==> src/rtl/callstk_pkg.sv <==
package callstk_pkg;
  localparam int PC_W   = 14;
  localparam int LOC_W  = 8;
  localparam int SP_W   = 8;
  localparam int FAST_W = 11;
  localparam int REG_W  = 4;
  localparam int ADDR_W = 12;
  localparam logic [ADDR_W-1:0] SBS_ADDR = 12'hF84;

  localparam int HI_W      = PC_W - LOC_W;
  localparam int LEG_FRAME = (PC_W + LOC_W - 1) / LOC_W;
  localparam int EXT_FRAME = LEG_FRAME + 1;
  localparam int CNT_W     = $clog2(EXT_FRAME + 2);
  localparam int MADDR_W   = SP_W + 1;

  typedef enum logic [1:0] {
    ITEM_LOW,
    ITEM_HIGH,
    ITEM_EXTRA
  } item_e;

  typedef struct packed {
    logic  snap;
    logic  push;
    logic  pop;
    logic  ldCall;
    logic  ldRet;
    logic  holdHigh;
    item_e item;
  } strobe_t;
endpackage

==> src/rtl/callstk_ctrl.sv <==
module callstk_ctrl
  import callstk_pkg::*;
(
  input  logic    clk,
  input  logic    rst_n,
  input  logic    callReq,
  input  logic    callFast,
  input  logic    retReq,
  input  logic    legacyMode,
  output strobe_t stb,
  output logic    busy,
  output logic    pcLoad
);
  typedef enum logic [1:0] {ST_IDLE, ST_CALL, ST_RET} state_e;

  state_e           state;
  logic [CNT_W-1:0] cnt;
  logic             snapLegacy;
  logic             snapFast;
  logic [CNT_W-1:0] frameLen;
  logic [CNT_W-1:0] callLen;
  logic [CNT_W-1:0] popIdx;
  logic             lastStep;

  function automatic item_e idxItem(input logic [CNT_W-1:0] idx);
    if (idx == CNT_W'(0))      return ITEM_LOW;
    else if (idx == CNT_W'(1)) return ITEM_HIGH;
    else                       return ITEM_EXTRA;
  endfunction

  always_comb begin
    frameLen = snapLegacy ? CNT_W'(LEG_FRAME) : CNT_W'(EXT_FRAME);
    callLen  = frameLen + (snapFast ? CNT_W'(0) : CNT_W'(1));
    popIdx   = frameLen - CNT_W'(1) - cnt;
    stb      = '0;
    stb.snap = (state == ST_IDLE) && (callReq || retReq);
    lastStep = 1'b0;
    case (state)
      ST_CALL: begin
        stb.push   = (cnt < frameLen);
        stb.item   = idxItem(cnt);
        stb.ldCall = (cnt == callLen - CNT_W'(1));
        lastStep   = stb.ldCall;
      end
      ST_RET: begin
        stb.pop      = 1'b1;
        stb.item     = idxItem(popIdx);
        stb.holdHigh = (idxItem(popIdx) == ITEM_HIGH);
        stb.ldRet    = (cnt == frameLen - CNT_W'(1));
        lastStep     = stb.ldRet;
      end
      default: ;
    endcase
  end

  assign busy   = (state != ST_IDLE);
  assign pcLoad = stb.ldCall | stb.ldRet;

  always_ff @(posedge clk) begin
    if (!rst_n) begin
      state      <= ST_IDLE;
      cnt        <= '0;
      snapLegacy <= 1'b1;
      snapFast   <= 1'b0;
    end else begin
      case (state)
        ST_IDLE: begin
          cnt <= '0;
          if (callReq) begin
            state      <= ST_CALL;
            snapLegacy <= legacyMode;
            snapFast   <= callFast;
          end else if (retReq) begin
            state      <= ST_RET;
            snapLegacy <= legacyMode;
          end
        end
        default: begin
          if (lastStep) begin
            state <= ST_IDLE;
            cnt   <= '0;
          end else begin
            cnt <= cnt + CNT_W'(1);
          end
        end
      endcase
    end
  end
endmodule

==> src/rtl/callstk_dp.sv <==
module callstk_dp
  import callstk_pkg::*;
(
  input  logic               clk,
  input  logic               rst_n,
  input  strobe_t            stb,
  input  logic               regWrEn,
  input  logic [ADDR_W-1:0]  regAddr,
  input  logic [REG_W-1:0]   regWrData,
  input  logic               callFast,
  input  logic [PC_W-1:0]    callTarget,
  input  logic [PC_W-1:0]    retAddr,
  input  logic [LOC_W-1:0]   memRdata,
  output logic               legacyMode,
  output logic               stackBank,
  output logic               wrErr,
  output logic [SP_W-1:0]    spOut,
  output logic [PC_W-1:0]    pcOut,
  output logic               memWe,
  output logic               memRe,
  output logic [MADDR_W-1:0] memAddr,
  output logic [LOC_W-1:0]   memWdata
);
  logic [REG_W-1:0] modeReg;
  logic [REG_W-1:0] snapReg;
  logic [PC_W-1:0]  tgtHold;
  logic [PC_W-1:0]  retHold;
  logic [HI_W-1:0]  highHold;
  logic [SP_W-1:0]  sp;
  logic [SP_W-1:0]  spDec;
  logic             regHit;
  logic             regBad;

  assign regHit = regWrEn && (regAddr == SBS_ADDR);
  assign regBad = regWrData[2] | regWrData[1];

  always_ff @(posedge clk) begin
    if (!rst_n) begin
      modeReg <= 4'b1000;
      wrErr   <= 1'b0;
    end else begin
      wrErr <= regHit && regBad;
      if (regHit && !regBad) modeReg <= regWrData;
    end
  end

  assign legacyMode = modeReg[3];
  assign stackBank  = modeReg[0];

  always_ff @(posedge clk) begin
    if (!rst_n) begin
      snapReg <= 4'b1000;
      tgtHold <= '0;
      retHold <= '0;
    end else if (stb.snap) begin
      snapReg <= modeReg;
      retHold <= retAddr;
      tgtHold <= callFast ? {{(PC_W-FAST_W){1'b0}}, callTarget[FAST_W-1:0]}
                          : callTarget;
    end
  end

  assign spDec = sp - SP_W'(1);

  always_ff @(posedge clk) begin
    if (!rst_n) begin
      sp       <= '0;
      highHold <= '0;
    end else begin
      if (stb.push)     sp <= spDec;
      else if (stb.pop) sp <= sp + SP_W'(1);
      if (stb.pop && stb.holdHigh) highHold <= memRdata[HI_W-1:0];
    end
  end

  always_comb begin
    case (stb.item)
      ITEM_LOW:  memWdata = retHold[LOC_W-1:0];
      ITEM_HIGH: memWdata = {{(LOC_W-HI_W){1'b0}}, retHold[PC_W-1:LOC_W]};
      default:   memWdata = {{(LOC_W-REG_W){1'b0}}, snapReg};
    endcase
  end

  assign memWe   = stb.push;
  assign memRe   = stb.pop;
  assign memAddr = {snapReg[0], (stb.push ? spDec : sp)};
  assign spOut   = sp;

  always_comb begin
    if (stb.ldCall)     pcOut = tgtHold;
    else if (stb.ldRet) pcOut = {highHold, memRdata};
    else                pcOut = '0;
  end
endmodule

==> src/rtl/callstack_ctl.sv <==
module callstack_ctl
  import callstk_pkg::*;
#(
  parameter int AW = ADDR_W
) (
  input  logic               clk,
  input  logic               rst_n,
  input  logic               regWrEn,
  input  logic [AW-1:0]      regAddr,
  input  logic [REG_W-1:0]   regWrData,
  input  logic               callReq,
  input  logic               callFast,
  input  logic [PC_W-1:0]    callTarget,
  input  logic [PC_W-1:0]    retAddr,
  input  logic               retReq,
  output logic               busy,
  output logic               pcLoad,
  output logic [PC_W-1:0]    pcOut,
  output logic               wrErr,
  output logic               legacyMode,
  output logic               stackBank,
  output logic [SP_W-1:0]    spOut,
  output logic               memWe,
  output logic               memRe,
  output logic [MADDR_W-1:0] memAddr,
  output logic [LOC_W-1:0]   memWdata,
  input  logic [LOC_W-1:0]   memRdata
);
  strobe_t stb;

  callstk_ctrl u_ctrl (
    .clk        (clk),
    .rst_n      (rst_n),
    .callReq    (callReq),
    .callFast   (callFast),
    .retReq     (retReq),
    .legacyMode (legacyMode),
    .stb        (stb),
    .busy       (busy),
    .pcLoad     (pcLoad)
  );

  callstk_dp u_dp (
    .clk        (clk),
    .rst_n      (rst_n),
    .stb        (stb),
    .regWrEn    (regWrEn),
    .regAddr    (ADDR_W'(regAddr)),
    .regWrData  (regWrData),
    .callFast   (callFast),
    .callTarget (callTarget),
    .retAddr    (retAddr),
    .memRdata   (memRdata),
    .legacyMode (legacyMode),
    .stackBank  (stackBank),
    .wrErr      (wrErr),
    .spOut      (spOut),
    .pcOut      (pcOut),
    .memWe      (memWe),
    .memRe      (memRe),
    .memAddr    (memAddr),
    .memWdata   (memWdata)
  );
endmodule

==> config.mk <==
export PLATFORM = sky130hd
export DESIGN_NAME = callstack_ctl
export DESIGN_NICKNAME = d
export VERILOG_FILES = /design/src/rtl/callstk_pkg.sv /design/src/rtl/callstk_ctrl.sv /design/src/rtl/callstk_dp.sv /design/src/rtl/callstack_ctl.sv
export SDC_FILE = /design/constraint.sdc
export NUM_CORES = 1
export LEC_CHECK = 0
export ABC_AREA = 1
export CAP_MARGIN = 20
export CORE_MARGIN = 10
export CORE_UTILIZATION = 46
export CTS_CLUSTER_DIAMETER = 80
export DETAILED_ROUTE_END_ITERATION = 10
export PLACE_DENSITY = 0.9
export SYNTH_ARGS = -nofsm -noshare
export SYNTH_HDL_FRONTEND = slang
export SYNTH_SLANG_ARGS = --single-unit
==> constraint.sdc <==
create_clock -name clk -period 2.5 [get_ports clk]
set_input_delay 0.5 -clock clk [delete_from_list [all_inputs] [get_ports clk]]
set_output_delay 0.5 -clock clk [all_outputs]
set_load 0.01 [all_outputs]
==> reports/results.ini <==
[cts]
clock_sinks=57
root_buffer=clkbuf_8
cts_buffers=9
cts_max_level=3
cts_hold_buf=0
clk_path_buf_depth=2
cts_tree=done
clk_latency_ns=0.34
clk_pin_slew_worst_paths_ns=0.06

[grt]
grt_max_degree=37
grt_pass1_wl_um=15800
overflow=0
grt_usage_pct=18.6
grt_pass1_vias=3503
antenna_found_initial=0

[floorplan]
dieHeight_um=102
core_sq_um=6460
pin_count=104
die_w_um=102
dieArea_sq_um=10500
fp-row-count=29
start_util_pct=48.2

[place]
dp_hpwl_um=7300
globalplace.congestion=0.868
portBuffers=103
placed_cell_area_sq_um=4330

[synth]
synth-seq-cells=57
synth.net_count=540
synth-edff-count=0
netlist_area_sq_um=3110
synthArstFlopShare_pct=0
synth_cell_types=29
synth_flop_cell=dfxtp_1
ys_warn_count=0
syn_avg_cell_area_sq_um=6.66
syn_inst=467
synth_seq_area_share_pct=36.7

[routing]
dr_total_vias=3582
first_pass_iters=6
drcViolationCount=0
drt_iter0_markers=190
wl_um=10300
avgViaCountPerCell=5.30
ant_nets=0
wl_per_cell_um=15.2

[run_status]
status=finished, violations left
violations=negative setup slack

[layout]
syn2layout_area_growth_pct=52.0
final_common_cell=nor2_1
final_cell_mix=nor2_1, nand2_1, clkdlybuf4s50_1
fin_area_sq_um=4730
nets=667
drive_above_1_share_pct=19.5
n_antenna_cell=0

[worst_setup_path]
arrival_ns=2.23
cp-start-kind=register
critPathRequiredTime_ns=2.00
cp_num_buf_inv=5
slowest_delay_ns=0.40
path_common_cell=inv_2
crit_family=buffers and inverters
crit_chain=inv_2 > ha_4 > inv_2 > fa_2 > xor2_2 > buf_4 > nand3_4 > nand2_4 > nand2_8 > buf_6 > nand3_2 > nand3_1 > buf_2
crit_path_end_kind=primary output
cp_slowest_cell=fa_2
critPathMaxFanout=8
path_class=reg2out
r2r_slack_ns=0.39

[timing]
period_minus_slack_ns=2.73
slew_violations=0
tightest_slew_ns=0.563
max_slew_margin_pct=62.4
hold_viol=0
final-setup-viol-count=8
fin_worst_skew_ns=0.00918
finalCritPeriodShare_pct=109
max_freq_mhz=366
postLayoutSetupSlackWorst_ns=-0.235
rsz0062_at_grt=yes

[power]
p_per_area_nw_per_um2=622
p_total_w=0.00294
ir_drop_mv=0.486
total_leakage_power_nw=2.25

[run]
maxCapViolations=0

[hold_path]
hold_class=reg2reg

==> cells in the mapped netlist, drive strengths merged, types with 2 or more instances <==
| master | instances | area [sq um] |
|---|---|---|
| a21oi | 12 | 60.1 |
| xor2 | 2 | 17.5 |
| or2 | 2 | 12.5 |
| nor2 | 91 | 342 |
| dfxtp | 57 | 1140 |
| buf | 7 | 50.0 |
| nand3 | 57 | 295 |
| nand4 | 6 | 37.5 |
| nor3 | 5 | 25.0 |
| ha | 14 | 175 |
| o21ai | 61 | 309 |
| nand2 | 79 | 324 |
| inv | 54 | 203 |
| clkbuf | 12 | 45.0 |
==> what timing repair did <==
action                                  4_1_cts  5_1_grt
setup buffers                                 5        5
endpoints found under the setup margin       32       32
cloned                                        0        1
pin swaps                                     8       12
resized for setup                           113       54
==> path summary, 6_finish.rpt <==
check	startpoint	to	depth (start not counted)
setup / recovery	u_dp.snapReg[3]	memWdata[2]	13
hold / removal	u_dp.modeReg[2]	u_dp.modeReg[2]	2
setup reg to reg	u_dp.snapReg[3]	u_dp.highHold[5]	13
hold reg to reg	u_dp.modeReg[2]	u_dp.modeReg[2]	2
==> state kept, by name, indices dropped and copies added, names as in the netlist <==
signal / cells
u_dp.wrErr: 1
u_ctrl.cnt: 3
u_dp.snapReg: 4
u_dp.highHold: 6
u_dp.modeReg: 4
u_dp.spOut: 8
u_dp.tgtHold: 14
u_dp.retHold: 14
u_ctrl.state: 2
u_ctrl.snapFast: 1
==> power by group <==
part | total, W | leakage, nW | internal [W] | switching, W
clock | 0.00116 | 0.122 | 0.000762 | 0.000394
combinational | 0.000727 | 1.66 | 0.000338 | 0.000389
sequential | 0.00105 | 0.470 | 0.000990 | 0.0000650
==> cells by family after synthesis <==
group,count (synthesis),share of synthesized area (%)
AOI/OAI and AO/OA,76,12.6
xor gates and xnor gates,3,0.845
adders and majority gates,15,6.28
buffers and inverters,74,9.85
DFF,57,36.7
and+or+nand+nor,242,33.7
==> worst min-delay path: stages, from the launching register on <==
cell     delay, ns
dfxtp_1       0.30
inv_1         0.06
nor3_1        0.05
==> stage by stage <==
stage	std cells	setup slack, ns	TNS (ns)	utilization [%]	hold slack (ns)
2_1_floorplan	467	0.204	0	-	0.424
3_3_place_gp	649	-0.256	-2.25	67.0	0.433
4_1_cts	670	-0.247	-2.04	70.6	0.451
6_report	676	-0.235	-1.55	73.2	0.448
5_1_grt	676	-0.338	-4.26	73.2	0.474
3_5_place_dp	649	-0.341	-4.21	67.0	0.441
==> area by class of cell <==
class | instances | area, sq um
clock buffer | 9 | 124
tap | 77 | 96.3
inverter | 55 | 216
timing repair buffer | 134 | 1190
fill | 511 | 1730
sequential | 57 | 1140
multi-input combinational | 337 | 1810
clock inverter | 7 | 143
==> metal layers <==
layer	share of wire, %	wire, um	global-route usage, %	vias to the layer above
met1	39	3990	19.5	1648
li1	-	-	-	1760
met3	9.9	1020	8.64	20
met2	50	5140	33.0	154
met5	0	0	0	-
met4	1.4	146	4.99	0
Note: power is estimated with default switching activity, not from simulation.
